**config.mk**
```make
export PLATFORM = sky130hd
export DESIGN_NAME = seedacc_patgen
export DESIGN_NICKNAME = d
export VERILOG_FILES = /design/src/rtl/seedacc_pkg.sv /design/src/rtl/seedacc_rom.sv /design/src/rtl/seedacc_accum.sv /design/src/rtl/seedacc_seq.sv /design/src/rtl/seedacc_patgen.sv
export SDC_FILE = /design/constraint.sdc
export NUM_CORES = 1
export LEC_CHECK = 0
export CELL_PAD_IN_SITES_DETAIL_PLACEMENT = 0
export CELL_PAD_IN_SITES_GLOBAL_PLACEMENT = 1
export CORE_ASPECT_RATIO = 1.5
export CORE_MARGIN = 2
export CORE_UTILIZATION = 30
export CTS_CLUSTER_DIAMETER = 80
export DETAILED_ROUTE_END_ITERATION = 16
export GPL_TIMING_DRIVEN = 0
export PLACE_DENSITY_LB_ADDON = 0.15
export SYNTH_ARGS = -nofsm -noshare
export SYNTH_HDL_FRONTEND = slang
export SYNTH_HIERARCHICAL = 1
export SYNTH_SLANG_ARGS = --single-unit
```
**constraint.sdc**
```tcl
create_clock -name clk_i -period 4.7 [get_ports clk_i]
set_clock_uncertainty 0.2 [all_clocks]
set_input_delay 0.94 -clock clk_i [delete_from_list [all_inputs] [get_ports clk_i]]
set_output_delay 0.94 -clock clk_i [all_outputs]
set_load 0.005 [all_outputs]
```
**src/rtl/seedacc_pkg.sv**
```systemverilog
package seedacc_pkg;
  typedef enum logic [1:0] {
    ST_IDLE = 2'd0,
    ST_LOAD = 2'd1,
    ST_RUN  = 2'd2,
    ST_DONE = 2'd3
  } seq_state_t;
endpackage

```
**src/rtl/seedacc_rom.sv**
```systemverilog
module seedacc_rom #(
  parameter int W         = 8,
  parameter int LEN_W     = 4,
  parameter int NUM_SEEDS = 4,
  parameter int R0_BASE   = 254,
  parameter int R0_STRIDE = 53,
  localparam int IDX_W    = $clog2(NUM_SEEDS),
  localparam int WORD_W   = 2 * W + LEN_W
) (
  input  logic              clk_i,
  input  logic [IDX_W-1:0]  addr_i,
  output logic [W-1:0]      r0_o,
  output logic [W-1:0]      c_o,
  output logic [LEN_W-1:0]  len_o
);
  // Table contents are computed, so no literal list is needed.
  function automatic logic [WORD_W-1:0] seed_word(input logic [IDX_W-1:0] i);
    int idx;
    logic [W-1:0]     r0;
    logic [W-1:0]     c;
    logic [LEN_W-1:0] len;
    idx = int'(i);
    r0  = W'(R0_BASE + idx * R0_STRIDE);
    c   = W'(2 * idx + 1);
    len = LEN_W'(NUM_SEEDS - 1 - idx);
    return {r0, c, len};
  endfunction

  logic [WORD_W-1:0] word_q;

  // Synchronous read: maps onto a block memory in ROM mode.
  always_ff @(posedge clk_i) begin
    word_q <= seed_word(addr_i);
  end

  assign r0_o  = word_q[WORD_W-1 -: W];
  assign c_o   = word_q[LEN_W +: W];
  assign len_o = word_q[LEN_W-1:0];
endmodule

```
**src/rtl/seedacc_accum.sv**
```systemverilog
module seedacc_accum #(
  parameter int W = 8
) (
  input  logic         clk_i,
  input  logic         rst_i,
  input  logic         load_i,
  input  logic         step_i,
  input  logic [W-1:0] r0_i,
  input  logic [W-1:0] c_i,
  output logic [W-1:0] pat_o,
  output logic [W-1:0] c_o
);
  logic [W-1:0] acc_q;
  logic [W-1:0] add_q;

  always_ff @(posedge clk_i) begin
    if (rst_i) begin
      acc_q <= '0;
      add_q <= '0;
    end else if (load_i) begin
      acc_q <= r0_i;
      add_q <= c_i;
    end else if (step_i) begin
      acc_q <= acc_q + add_q;
    end
  end

  assign pat_o = acc_q;
  assign c_o   = add_q;
endmodule

```
**src/rtl/seedacc_seq.sv**
```systemverilog
module seedacc_seq
  import seedacc_pkg::*;
#(
  parameter int LEN_W     = 4,
  parameter int NUM_SEEDS = 4,
  parameter int BUDGET    = 64,
  localparam int IDX_W    = $clog2(NUM_SEEDS),
  localparam int TOT_W    = $clog2(BUDGET + 1)
) (
  input  logic              clk_i,
  input  logic              rst_i,
  input  logic              start_i,
  input  logic [LEN_W-1:0]  len_i,
  output logic [IDX_W-1:0]  addr_o,
  output logic              load_o,
  output logic              step_o,
  output logic              valid_o,
  output logic              done_o,
  output logic [IDX_W-1:0]  seed_idx_o,
  output logic [TOT_W-1:0]  total_o
);
  localparam logic [IDX_W-1:0] LAST_IDX = IDX_W'(NUM_SEEDS - 1);
  localparam logic [TOT_W-1:0] CAP      = TOT_W'(BUDGET);

  seq_state_t       st_q, st_n;
  logic [LEN_W-1:0] cnt_q, cnt_n;
  logic [IDX_W-1:0] idx_q, idx_n;
  logic [IDX_W-1:0] fetch_q, fetch_n;
  logic [TOT_W-1:0] tot_q, tot_n;
  logic             valid_q, valid_n;
  logic             done_q, done_n;

  always_comb begin
    st_n    = st_q;
    cnt_n   = cnt_q;
    idx_n   = idx_q;
    fetch_n = fetch_q;
    tot_n   = tot_q;
    valid_n = 1'b0;
    done_n  = done_q;
    load_o  = 1'b0;
    step_o  = 1'b0;
    unique case (st_q)
      ST_IDLE, ST_DONE: begin
        if (start_i) begin
          st_n    = ST_LOAD;
          fetch_n = '0;
          done_n  = 1'b0;
        end
      end
      ST_LOAD: begin
        load_o  = 1'b1;
        cnt_n   = len_i;
        idx_n   = '0;
        fetch_n = (fetch_q == LAST_IDX) ? fetch_q : fetch_q + 1'b1;
        tot_n   = TOT_W'(1);
        valid_n = 1'b1;
        st_n    = ST_RUN;
      end
      ST_RUN: begin
        if (tot_q == CAP || (cnt_q == '0 && idx_q == LAST_IDX)) begin
          st_n   = ST_DONE;
          done_n = 1'b1;
        end else if (cnt_q != '0) begin
          step_o  = 1'b1;
          cnt_n   = cnt_q - 1'b1;
          tot_n   = tot_q + 1'b1;
          valid_n = 1'b1;
        end else begin
          load_o  = 1'b1;
          cnt_n   = len_i;
          idx_n   = idx_q + 1'b1;
          fetch_n = (fetch_q == LAST_IDX) ? fetch_q : fetch_q + 1'b1;
          tot_n   = tot_q + 1'b1;
          valid_n = 1'b1;
        end
      end
      default: st_n = ST_IDLE;
    endcase
  end

  always_ff @(posedge clk_i) begin
    if (rst_i) begin
      st_q    <= ST_IDLE;
      cnt_q   <= '0;
      idx_q   <= '0;
      fetch_q <= '0;
      tot_q   <= '0;
      valid_q <= 1'b0;
      done_q  <= 1'b0;
    end else begin
      st_q    <= st_n;
      cnt_q   <= cnt_n;
      idx_q   <= idx_n;
      fetch_q <= fetch_n;
      tot_q   <= tot_n;
      valid_q <= valid_n;
      done_q  <= done_n;
    end
  end

  // Look-ahead address: the table word is ready one cycle before it is loaded.
  assign addr_o     = fetch_n;
  assign valid_o    = valid_q;
  assign done_o     = done_q;
  assign seed_idx_o = idx_q;
  assign total_o    = tot_q;
endmodule

```
**src/rtl/seedacc_patgen.sv**
```systemverilog
module seedacc_patgen #(
  parameter int W         = 8,
  parameter int LEN_W     = 4,
  parameter int NUM_SEEDS = 4,
  parameter int BUDGET    = 64,
  parameter int R0_BASE   = 254,
  parameter int R0_STRIDE = 53,
  localparam int IDX_W    = $clog2(NUM_SEEDS)
) (
  input  logic             clk_i,
  input  logic             rst_i,
  input  logic             start_i,
  output logic [W-1:0]     pattern_o,
  output logic             pattern_valid_o,
  output logic [IDX_W-1:0] seed_idx_o,
  output logic             done_o
);
  localparam int TOT_W = $clog2(BUDGET + 1);

  logic [IDX_W-1:0] rom_addr;
  logic [W-1:0]     rom_r0;
  logic [W-1:0]     rom_c;
  logic [LEN_W-1:0] rom_len;
  logic             acc_load;
  logic             acc_step;
  logic [W-1:0]     c_cur;
  logic [TOT_W-1:0] total;

  seedacc_rom #(
    .W(W), .LEN_W(LEN_W), .NUM_SEEDS(NUM_SEEDS),
    .R0_BASE(R0_BASE), .R0_STRIDE(R0_STRIDE)
  ) u_rom (
    .clk_i (clk_i),
    .addr_i(rom_addr),
    .r0_o  (rom_r0),
    .c_o   (rom_c),
    .len_o (rom_len)
  );

  seedacc_seq #(
    .LEN_W(LEN_W), .NUM_SEEDS(NUM_SEEDS), .BUDGET(BUDGET)
  ) u_seq (
    .clk_i     (clk_i),
    .rst_i     (rst_i),
    .start_i   (start_i),
    .len_i     (rom_len),
    .addr_o    (rom_addr),
    .load_o    (acc_load),
    .step_o    (acc_step),
    .valid_o   (pattern_valid_o),
    .done_o    (done_o),
    .seed_idx_o(seed_idx_o),
    .total_o   (total)
  );

  seedacc_accum #(.W(W)) u_acc (
    .clk_i (clk_i),
    .rst_i (rst_i),
    .load_i(acc_load),
    .step_i(acc_step),
    .r0_i  (rom_r0),
    .c_i   (rom_c),
    .pat_o (pattern_o),
    .c_o   (c_cur)
  );
endmodule

```
# Yosys cells after proc, flatten, opt, wreduce, memory -nomap -nowiden
# Cells that the tools add are included.
[word_totals]
regBits = 55
out_inout_bits = 12
[classes]
addsub = 8
multipliers = 1
n_eq_ne = 10
muxes = 29
reduce_logical = 13
[ops]
columns = ["op", "count"]
rows = [
  ["2-bit 2-to-1 mux", 8],
  ["8-bit 2-to-1 mux", 2],
  ["7-bit case mux with 2 select lines", 1],
  ["2-bit case mux with 3 select lines", 2],
  ["2-bit by 8-bit adder with 8-bit output, first input constant", 1],
  ["8-bit adder", 1],
  ["2-bit equality test, second input constant", 4],
  ["2-bit by 6-bit multiplier with 8-bit output, second input constant", 1],
  ["1-bit 2-to-1 mux", 8],
  ["4-bit 2-to-1 mux", 2],
  ["4-bit case mux with 2 select lines", 1],
  ["7-bit by 1-bit adder with 7-bit output, second input constant", 1],
  ["7-bit equality test, second input constant", 1],
  ["7-bit 2-to-1 mux", 1],
  ["2-bit inequality test, second input constant", 3],
  ["1-bit case mux with 2 select lines", 3],
  ["3-bit AND reduction", 2],
  ["2-bit nonzero test", 3],
  ["2-bit by 1-bit adder with 2-bit output, second input constant", 2],
  ["3-bit by 1-bit adder with 4-bit output, second input constant", 1],
  ["4-bit logical NOT", 1],
  ["2-bit case mux with 2 select lines", 1],
  ["2-bit AND reduction", 2],
  ["4-bit nonzero test", 1],
  ["other kinds (8)", 8],
]

# Logic depth before layout (Yosys ltp)
# Gate-level depths: netlist of run 1.
[logic_depth]
ltp_word = 7
ltp_mapped = 12
ltp_nobuf = 10

# By module
# The synthesis of run 1 kept the hierarchy.
[modules_own_cells]
columns = ["module", "n_inst", "cells_each", "area_per_inst_um2", "seq_area_each_um2"]
rows = [
  ["seedacc_seq", 1, 145, 1216.2, 380.4],
  ["seedacc_accum", 1, 116, 1027.2, 320.3],
  ["seedacc_rom", 1, 32, 347.8, 180.2],
]

# Worst setup path after synthesis of run 1
# Ideal clock, no wire load.
[synth_timing]
path_type = "register -> register"
start = "reg u_seq.tot_q[2], in the netlist u_seq/total_o[2]"
end = "reg u_acc.acc_q[7], in the netlist u_acc/pat_o[7]"
setup_time_ns = 0.062
t_arrival_ns = 2.454
path_slack_ns = 1.985
stages_incl_launch_ff = 12
path_buffers = 3
cell_sequence = "dfxtp_1 -> or4b_1 -> buf_6 -> o21a_4 -> a21oi_1 -> nor2_1 -> buf_6 -> or3b_1 -> buf_2 -> nand2b_4 -> a211o_1 -> nand3_1"
[synth_between]
elab_chain_cells = 5
[synth_rtl]
columns = ["element", "line", "source"]
rows = [
  ["from (decl)", "seedacc_seq.sv:29", "logic [TOT_W-1:0] tot_q, tot_n;"],
  ["from (signal assigned)", "seedacc_seq.sv:96", "tot_q <= tot_n;"],
  ["7-bit equality test *", "seedacc_seq.sv:61", "if (tot_q == CAP || (cnt_q == '0 && idx_q == LAST_IDX)) begin"],
  ["1-bit logical OR *", "seedacc_seq.sv:61", ""],
  ["1-bit 2-to-1 mux *", "seedacc_seq.sv:61", ""],
  ["1-bit case mux with 2 select lines *", "seedacc_seq.sv:43", "unique case (st_q)"],
  ["named net acc_load", "seedacc_patgen.sv:24", "logic acc_load;"],
  ["8-bit 2-to-1 mux or 2-bit nonzero test (tied branches)", "--", ""],
  ["to (signal assigned)", "seedacc_accum.sv:21", "acc_q <= r0_i;"],
  ["to (signal assigned)", "seedacc_accum.sv:24", "acc_q <= acc_q + add_q;"],
  ["to (decl)", "seedacc_accum.sv:13", "logic [W-1:0] acc_q;"],
]
# Mark *: on every way through the listed nets, which the timed path passes. The rest lies on a longest branch.
# A chain may end at the register's enable or synchronous reset.

# Final worst setup path of run 1
[layout_timing]
start = "reg u_seq.st_q[0]"
end = "reg u_acc.acc_q[2], in the netlist u_acc/pat_o[2]"
[layout_between]
elab_chain_cells = 3
[layout_rtl]
columns = ["element", "line", "source"]
rows = [
  ["from (decl)", "seedacc_seq.sv:25", "seq_state_t st_q, st_n;"],
  ["from (signal assigned)", "seedacc_seq.sv:92", "st_q <= st_n;"],
  ["2-bit equality test", "seedacc_seq.sv:43", ""],
  ["1-bit 2-to-1 mux", "seedacc_seq.sv:43", ""],
  ["named net acc_step", "seedacc_patgen.sv:25", "logic acc_step;"],
  ["2-bit nonzero test (no line)", "--", ""],
]
# The timed path passes the listed nets, and every way through them passes these cells.

==> impl_metrics.yaml, run 1 <==
run_status:
  status: "complete, no violations"
floorplanning:
  rows: 41
  coreArea_mm2: 0.00841
  dieHeight_um: 118
  start_util_pct: 30.8
  fp.dieW_um: 79.9
  die_area_mm2: 0.00941
  io_pins: 15
cts:
  cts_tree: "built"
  cts_root_buffer: "clkbuf_16"
  clk_latency_ps: 290
  hold_buffers: 0
  numCtsBuffers: 5
  cts_setup_buffers: 0
  cts-resized-gates: 0
  cts_buffer_depth: 2
  clkSlewWorstSetupHoldPaths_ps: 70
  clock_sinks: 44
  htree_levels: 2
critical_path:
  cp_top_family: "buffers and inverters"
  crit_top_cell: "clkbuf_1"
  cp_num_buf_inv: 4
  critical_path_arrival_ps: 3040
  r2r_cells: 9
  critPathSlowestCell: "clkbuf_1"
  path_cells: "inv_1 -> ha_1 -> clkbuf_1 -> clkbuf_1 -> and3_1 -> clkbuf_1 -> mux2_2 -> mux2i_1 -> nor2_1"
  required_ps: 4670
  r2r_start: "u_seq/st_q[0]"
  end_kind: "register"
  crit_fanout: 10
  crit_path_max_incr_delay_ps: 460
  reg2reg_to: "u_acc/pat_o[2]"
  cp-startpoint: "u_seq/st_q[0]"
  path_class: "register to register"
  r2r_setup_slack_ps: 1630
  worstSetupStartpointType: "register"
final_layout:
  area_growth_pct: 17.7
  layout_common_cells: "44 x dfxtp_1, 30 x a21oi_1, 22 x nor2_1, 21 x inv_1, 18 x ha_1"
  finalNetCount: 341
  instances_no_fill: 427
  layout_commonest_cell: "dfxtp_1"
  fillers: 892
  diodes: 0
  layout-drive-gt1-share_pct: 12.8
grt:
  grt_max_degree: 16
  antenna_found_initial: 0
  gr-total-overflow: 0
  grt_pass1_wl_um: 10600
  track_usage_pct: 14.6
  first_global_vias: 2172
route:
  drcViolationCount: 0
  firstDrtPassIters: 4
  drt_wl_total_um: 6210
  drt_iter0_markers: 53
  wl_per_cell_um: 14.5
  via_count: 2136
  antenna_left: 0
  route.detailed.vias_per_inst: 5.00
placed_design:
  gp_congestion: 0.784
  place_inst: 419
  dp_hpwl_um: 4680
  portBuffers: 13
  place_ws_ps: 1610
sta:
  worstMarginPinSlew_ps: 675
  finalMaxSlewViolations: 0
  setup_ws_ps: 1630
  relSlewSlack_pct: 54.3
  min_period_ps: 3070
  min_period_over_period_pct: 65.4
  max_freq_mhz: 325
  setup_viol: 0
  grt_setup_unrepaired: "false"
  hold_viol_final: 0
  setup_tns_ps: 0
worst_hold_path:
  holdCritPathClass: "register to register"
  min_from: "u_rom/word_q[6]"
  hold_depth: 2
  holdPathEnd: "u_acc/c_o[2]"
yosys:
  synth_top_area_cell: "dfxtp_1"
  syn_area_per_cell_um2: 8.84
  ys_seq_area_share_pct: 34.0
  synthTopCellsByArea: "dfxtp_1 34%, ha_1 8.7%, a21oi_1 5.8%"
  synthFlopType: "dfxtp_1"
  synthArstFlopShare_pct: 0
  netlist_area_mm2: 0.00259
  synth_edf_count: 0
  synth_cell_types: 64
  syn_inst: 293
  ys_warn_count: 6
  netlist.area_leader.share_pct: 34.0
  synth-seq-cells: 44
pwr:
  p_leak_nw: 1.22
  ir_drop_uv: 238
  fin_total_pwr_w: 0.00177
  power_density_mw_per_mm2: 579
run:
  drv_cap: 0
==> power breakdown <==
group | switching [W] | internal [W]
Combinational | 0.000449 | 0.000363
Clock | 0.000163 | 0.000253
Sequential | 0.0000748 | 0.000464
Total | 0.000686 | 0.00108
==> worst reg2reg max path: cells and delay by family, from the launching register on <==
kind / cells / cell delay [ps]
adder cells (fa/ha/maj): 1 / 180
AND/OR/NAND/NOR: 2 / 340
flip-flops: 1 / 340
buffers and inverters: 4 / 1380
multiplexers: 2 / 520
==> layer usage <==
| layer | vias to the layer above | share of wire [%] | GRT usage [%] | wire, µm |
|---|---|---|---|---|
| li1 | 1085 | - | - | - |
| met1 | 1015 | 39 | 15.6 | 2410 |
| met2 | 29 | 57 | 27.3 | 3520 |
| met3 | 7 | 2.9 | 2.99 | 182 |
| met4 | 0 | 1.7 | 5.08 | 103 |
| met5 | - | 0 | 0 | 0 |
==> synth_stat cells, types with 6 or more instances <==
cell / n
dfxtp_1: 44
a21oi_1: 30
nor2_1: 22
inv_1: 21
ha_1: 18
mux2i_1: 12
buf_4: 11
nand2_1: 11
o21ai_0: 11
nor3b_1: 9
clkbuf_1: 8
nand3_1: 8
or3_1: 6
==> sequential cells by signal, indices dropped and copies added (netlist names) <==
name / cells
u_acc/pat_o: 8
u_acc/c_o: 8
u_seq/cnt_q: 4
u_seq/done_o: 1
u_rom/word_q: 9
u_seq/fetch_q: 2
u_seq/valid_o: 1
u_seq/total_o: 7
u_seq/seed_idx_o: 2
u_seq/st_q: 2
==> stage by stage <==
stage	area, µm²	util [%]	hold WS [ps]
final	3050	36.2	276
after global routing	3050	36.2	325
after CTS	3050	36.2	282
after detailed placement	2880	34.2	264
after global placement	2880	34.2	252
after floorplan	2610	-	240
==> layout make-up <==
cell class	instances	area [µm²]	share of cell area, %
sequential	44	881	28.9
clock inverter	3	46.3	1.52
multi-input combinational	207	1480	48.7
timing repair buffer	13	130	4.27
inverter	21	78.8	2.59
buffer	27	170	5.58
tap	107	134	4.39
clock buffer	5	125	4.10
==> cells by family (layout without fill, tap and decap cells) <==
group	count (synthesis)	after routing	synth area share, %
xor gates and xnor gates	3	3	1.01
and+or+nand+nor	88	88	19.7
AOI/OAI and AO/OA	75	75	20.3
DFF	44	44	34.0
adders and majority gates	19	19	9.46
buffers and inverters	48	69	9.61
other	2	8	0.290
muxes	14	14	5.65
==> how the worst max path moves through the flow <==
stage | to | depth (start not counted)
after global placement | u_acc/pat_o[2] | 9
after global routing | u_acc/pat_o[4] | 11
after detailed placement | u_acc/pat_o[4] | 11
after floorplan | u_acc/pat_o[7] | 11
after CTS | u_acc/pat_o[2] | 9
final | u_acc/pat_o[2] | 9
No activity file was read; power rests on OpenSTA's default activity.
==> inputs of run 2 (changes only) <==
- clock period: 4.7 -> 3.1 ns (I/O delays scaled with it)
==> run 2 against run 1 <==
  * Sequential power up 52%
  * Clock power up 51%
  * Combinational power up 52%
  * Global-route usage unchanged
  * Utilization about the same
  * First-iteration DRC count up 9.4%
  * Non-clock buffer count unchanged
  * Critical endpoint unchanged
  * Largest power group unchanged
==> impl_metrics.yaml, run 2 (same netlist as run 1, synthesis figures left out) <==
pwr:
  p_leak_nw: 1.22
  power_density_mw_per_mm2: 878
  fin_total_pwr_w: 0.00268
  ir_drop_uv: 360
critical_path:
  reg2reg_to: "u_acc/pat_o[2]"
  r2r_setup_slack_ps: 200
  cp_top_family: "buffers and inverters"
  r2r_start: "u_seq/cnt_q[0]"
  required_ps: 3070
  r2r_cells: 9
  path_class: "register to register"
  cp_num_buf_inv: 3
  crit_top_cell: "clkbuf_1"
  critical_path_arrival_ps: 2860
  worstSetupStartpointType: "register"
  crit_path_max_incr_delay_ps: 440
  crit_fanout: 10
  end_kind: "register"
  path_cells: "inv_1 -> ha_1 -> or3b_2 -> clkbuf_1 -> and3_1 -> clkbuf_1 -> mux2_2 -> mux2i_1 -> nor2_1"
  critPathSlowestCell: "clkbuf_1"
  cp-startpoint: "u_seq/cnt_q[0]"
floorplanning:
  start_util_pct: 30.8
  fp.dieW_um: 79.9
  die_area_mm2: 0.00941
  io_pins: 15
  dieHeight_um: 118
  rows: 41
  coreArea_mm2: 0.00841
cts:
  clkSlewWorstSetupHoldPaths_ps: 70
  cts_root_buffer: "clkbuf_16"
  cts_buffer_depth: 2
  numCtsBuffers: 5
  clk_latency_ps: 290
  clock_sinks: 44
  htree_levels: 2
  hold_buffers: 0
  cts_setup_buffers: 0
  cts_tree: "built"
placed_design:
  portBuffers: 13
  place_ws_ps: 5.08
  gp_congestion: 0.784
  dp_hpwl_um: 4680
  dpl-instance-area_mm2: 0.00288
sta:
  setup_ws_ps: 204
  setup_viol: 0
  relSlewSlack_pct: 54.3
  min_period_over_period_pct: 93.4
  grt_setup_unrepaired: "false"
  hold_viol_final: 0
  worstMarginPinSlew_ps: 676
  finalMaxSlewViolations: 0
  setup_tns_ps: 0
  max_freq_mhz: 345
  min_period_ps: 2900
final_layout:
  stdcell_area_mm2: 0.00305
  area_growth_pct: 17.8
  multiInputGateArea_mm2: 0.00148
  regMostFlops: "u_rom/word_q"
  layout_common_cells: "44 x dfxtp_1, 30 x a21oi_1, 22 x nor2_1, 21 x inv_1, 18 x ha_1"
  final_util_pct: 36.3
  diodes: 0
  fillers: 893
  layout-drive-gt1-share_pct: 13.4
  finalNetCount: 341
  layout_commonest_cell: "dfxtp_1"
  largest_reg_flops: 9
  regArea_um2: 881
route:
  via_count: 2133
  drt_iter0_markers: 58
  firstDrtPassIters: 4
  wl_per_cell_um: 14.5
  antenna_left: 0
  route.detailed.vias_per_inst: 5.00
  drcViolationCount: 0
  drt_wl_total_um: 6210
grt:
  first_global_vias: 2172
  gr-total-overflow: 0
  antenna_found_initial: 0
  grt_pass1_wl_um: 10600
  grt_max_degree: 16
  track_usage_pct: 14.6
run:
  drv_cap: 0
worst_hold_path:
  hold_depth: 2
  holdPathEnd: "u_acc/c_o[2]"
  min_from: "u_rom/word_q[6]"
  holdCritPathClass: "register to register"
run_status:
  status: "complete, no violations"
run 2: cell counts in the layout (fill, tap and decap cells not counted):
Identical to the previous run, type by type.
run 2: what timing repair did:
item | in CTS | in global routing
endpoints found under the setup margin | 1 | 9
hold endpoints to repair | 0 | 0
resized for setup | 1 | 2
run 2: where the power goes:
| group | switching (W) | leakage [nW] | total [W] | internal, W |
|---|---|---|---|---|
| clock network | 0.000247 | 0.0804 | 0.000630 | 0.000383 |
| logic | 0.000680 | 0.783 | 0.00123 | 0.000552 |
| registers | 0.000113 | 0.358 | 0.000816 | 0.000703 |
| total | 0.00104 | 1.22 | 0.00268 | 0.00164 |
run 2: per-layer routing:
layer / GRT usage [%] / wire length, µm / share of wire [%]
met5: 0 / 0 / 0
met4: 5.08 / 103 / 1.7
met3: 2.99 / 182 / 2.9
met2: 27.3 / 3520 / 57
met1: 15.6 / 2410 / 39
run 2: final cells by class:
| type | instances | share of cell area [%] |
|---|---|---|
| Timing Repair Buffer | 13 | 4.26 |
| Tap cell | 107 | 4.39 |
| Inverter | 21 | 2.58 |
| Clock buffer | 5 | 4.10 |
| Buffer | 27 | 5.66 |
| Clock inverter | 3 | 1.52 |
| Multi-Input combinational cell | 207 | 48.6 |
| Sequential cell | 44 | 28.9 |
run 2: worst min-delay path, delay by kind of cell (launching register included):
| kind | cells | cell delay [ps] |
|---|---|---|
| flops | 1 | 310 |
| mux | 1 | 60 |
| simple gates | 1 | 80 |
run 2: stage by stage:
stage	hold slack, ps	std cells
after floorplan	240	299
after global placement	252	419
after detailed placement	264	419
after CTS	282	427
after global routing	325	427
final	276	427
run 2: worst max-delay path by stage:
stage | end | slack (ps) | cells after the start
2_1_floorplan | u_acc/pat_o[7] | 380 | 11
3_3_place_gp | u_acc/pat_o[2] | -30 | 9
3_5_place_dp | u_acc/pat_o[4] | 5 | 11
4_1_cts | u_acc/pat_o[5] | 5 | 12
5_1_grt | u_acc/pat_o[7] | 20 | 10
6_report | u_acc/pat_o[2] | 200 | 9
==> inputs of run 3 (changes only) <==
- PLACE_DENSITY: default -> 0.57
- PLACE_DENSITY_LB_ADDON: 0.15 -> default
==> run 3 against run 2 <==
  * Wire length fell by 3.8%
  * Non-clock buffer count did not move
  * Critical path depth rose by 2
  * First-iteration DRC count rose by 62%
  * Sequential share of layout area fell by 0.071 points
  * Combinational power barely moved
  * Power fell by 0.32%
  * Final cell count did not move
  * Hold slack got worse by 0.79 ps
  * Largest cell class unchanged
==> impl_metrics.yaml, run 3 (same netlist as run 1, synthesis figures left out) <==
route:
  firstDrtPassIters: 4
  wl_per_cell_um: 14.0
  route.detailed.vias_per_inst: 4.85
  antenna_left: 0
  via_count: 2072
  drcViolationCount: 0
  drt_wl_total_um: 5970
  drt_iter0_markers: 94
final_layout:
  area_growth_pct: 18.1
  layout-drive-gt1-share_pct: 14.1
  stdcell_area_mm2: 0.00306
  largest_reg_flops: 9
  layout_common_cells: "44 x dfxtp_1, 30 x a21oi_1, 22 x nor2_1, 21 x inv_1, 18 x ha_1"
  regMostFlops: "u_rom/word_q"
  layout_commonest_cell: "dfxtp_1"
  final_util_pct: 36.4
  diodes: 0
  finalNetCount: 341
  instances_no_fill: 427
floorplanning:
  io_pins: 15
  fp.dieW_um: 79.9
  dieHeight_um: 118
  start_util_pct: 30.8
  coreArea_mm2: 0.00841
  die_area_mm2: 0.00941
  rows: 41
sta:
  relSlewSlack_pct: 61.0
  min_period_ps: 2870
  max_freq_mhz: 348
  setup_viol: 0
  hold_viol_final: 0
  finalMaxSlewViolations: 0
  worstMarginPinSlew_ps: 585
  setup_ws_ps: 228
  grt_setup_unrepaired: "false"
  min_period_over_period_pct: 92.6
cts:
  cts_buffer_depth: 2
  clk_latency_ps: 290
  numCtsBuffers: 5
  cts_tree: "built"
  clkSlewWorstSetupHoldPaths_ps: 70
  cts_root_buffer: "clkbuf_16"
  htree_levels: 2
  hold_buffers: 0
  clock_sinks: 44
placed_design:
  gp_congestion: 0.766
  place_ws_ps: -6.21
  dpl-instance-area_mm2: 0.00288
  dp_hpwl_um: 4450
  place_inst: 419
  portBuffers: 13
grt:
  antenna_found_initial: 0
  grt_max_degree: 16
  grt_pass1_wl_um: 10200
  gr-total-overflow: 0
  first_global_vias: 2023
  track_usage_pct: 13.6
critical_path:
  worstSetupStartpointType: "register"
  r2r_setup_slack_ps: 230
  critical_path_arrival_ps: 2910
  required_ps: 3130
  path_class: "register to register"
  r2r_cells: 11
  end_kind: "register"
  crit_fanout: 9
pwr:
  ir_drop_uv: 387
  power_density_mw_per_mm2: 873
  p_leak_nw: 1.23
run:
  drv_cap: 0
worst_hold_path:
  hold_depth: 2
  holdCritPathClass: "register to register"
run_status:
  status: "complete, no violations"
-- run 3: cell counts in the layout (fill, tap and decap cells not counted) --
No cell type changed its count.
-- run 3: metal layers --
layer  GRT usage [%]  share of wire (%)  vias up
li1                -                  -     1077
met1            15.3                 42      960
met2            25.9                 55       28
met3            2.15                2.5        7
met4            3.18                1.1        0
met5               0                  0        -
-- run 3: metrics by stage --
stage	hold WS [ps]	TNS, ps	power [W]
global placement	250	-50.2	0.00206
floorplan	240	0	0.00169
finish	275	0	0.00267
detailed placement	263	-6.21	0.00206
global route	315	0	0.00289
CTS	280	0	0.00270
-- run 3: layout make-up --
class                   count  area, µm²
well taps                 107        134
repair buffers             13        130
clock buffers               5        125
flip-flops and latches     44        881
fillers                   893       5350
inverters                  21       78.8
clock inverters             3       46.3
plain buffers              27        174
multi-input cells         207       1490
-- run 3: worst max-delay path, stage by stage (launching register included) --
cell	delay, ps
dfxtp_1	350
or4b_1	550
buf_6	160
o21a_4	220
a21oi_1	140
nor2_1	60
buf_6	160
or3b_1	350
buf_2	160
nand2b_4	140
a211o_1	260
nand3_1	60
-- run 3: final timing paths --
| path | endpoint | start |
|---|---|---|
| max | u_acc/pat_o[7] | u_seq/total_o[2] |
| min | u_acc/c_o[2] | u_rom/word_q[6] |
| max reg2reg | u_acc/pat_o[7] | u_seq/total_o[2] |
| min reg2reg | u_acc/c_o[2] | u_rom/word_q[6] |
-- run 3: report_power, final --
part | total, W | switching, W | internal [W]
Sequential | 0.000822 | 0.000119 | 0.000703
Combinational | 0.00122 | 0.000665 | 0.000556
Clock | 0.000626 | 0.000242 | 0.000383
-- run 3: what timing repair did --
action	in CTS	in global routing
buffers inserted	0	0
cloned	0	0
gates resized for setup	1	5
hold endpoints to repair	0	0
endpoints found under the setup margin	1	10
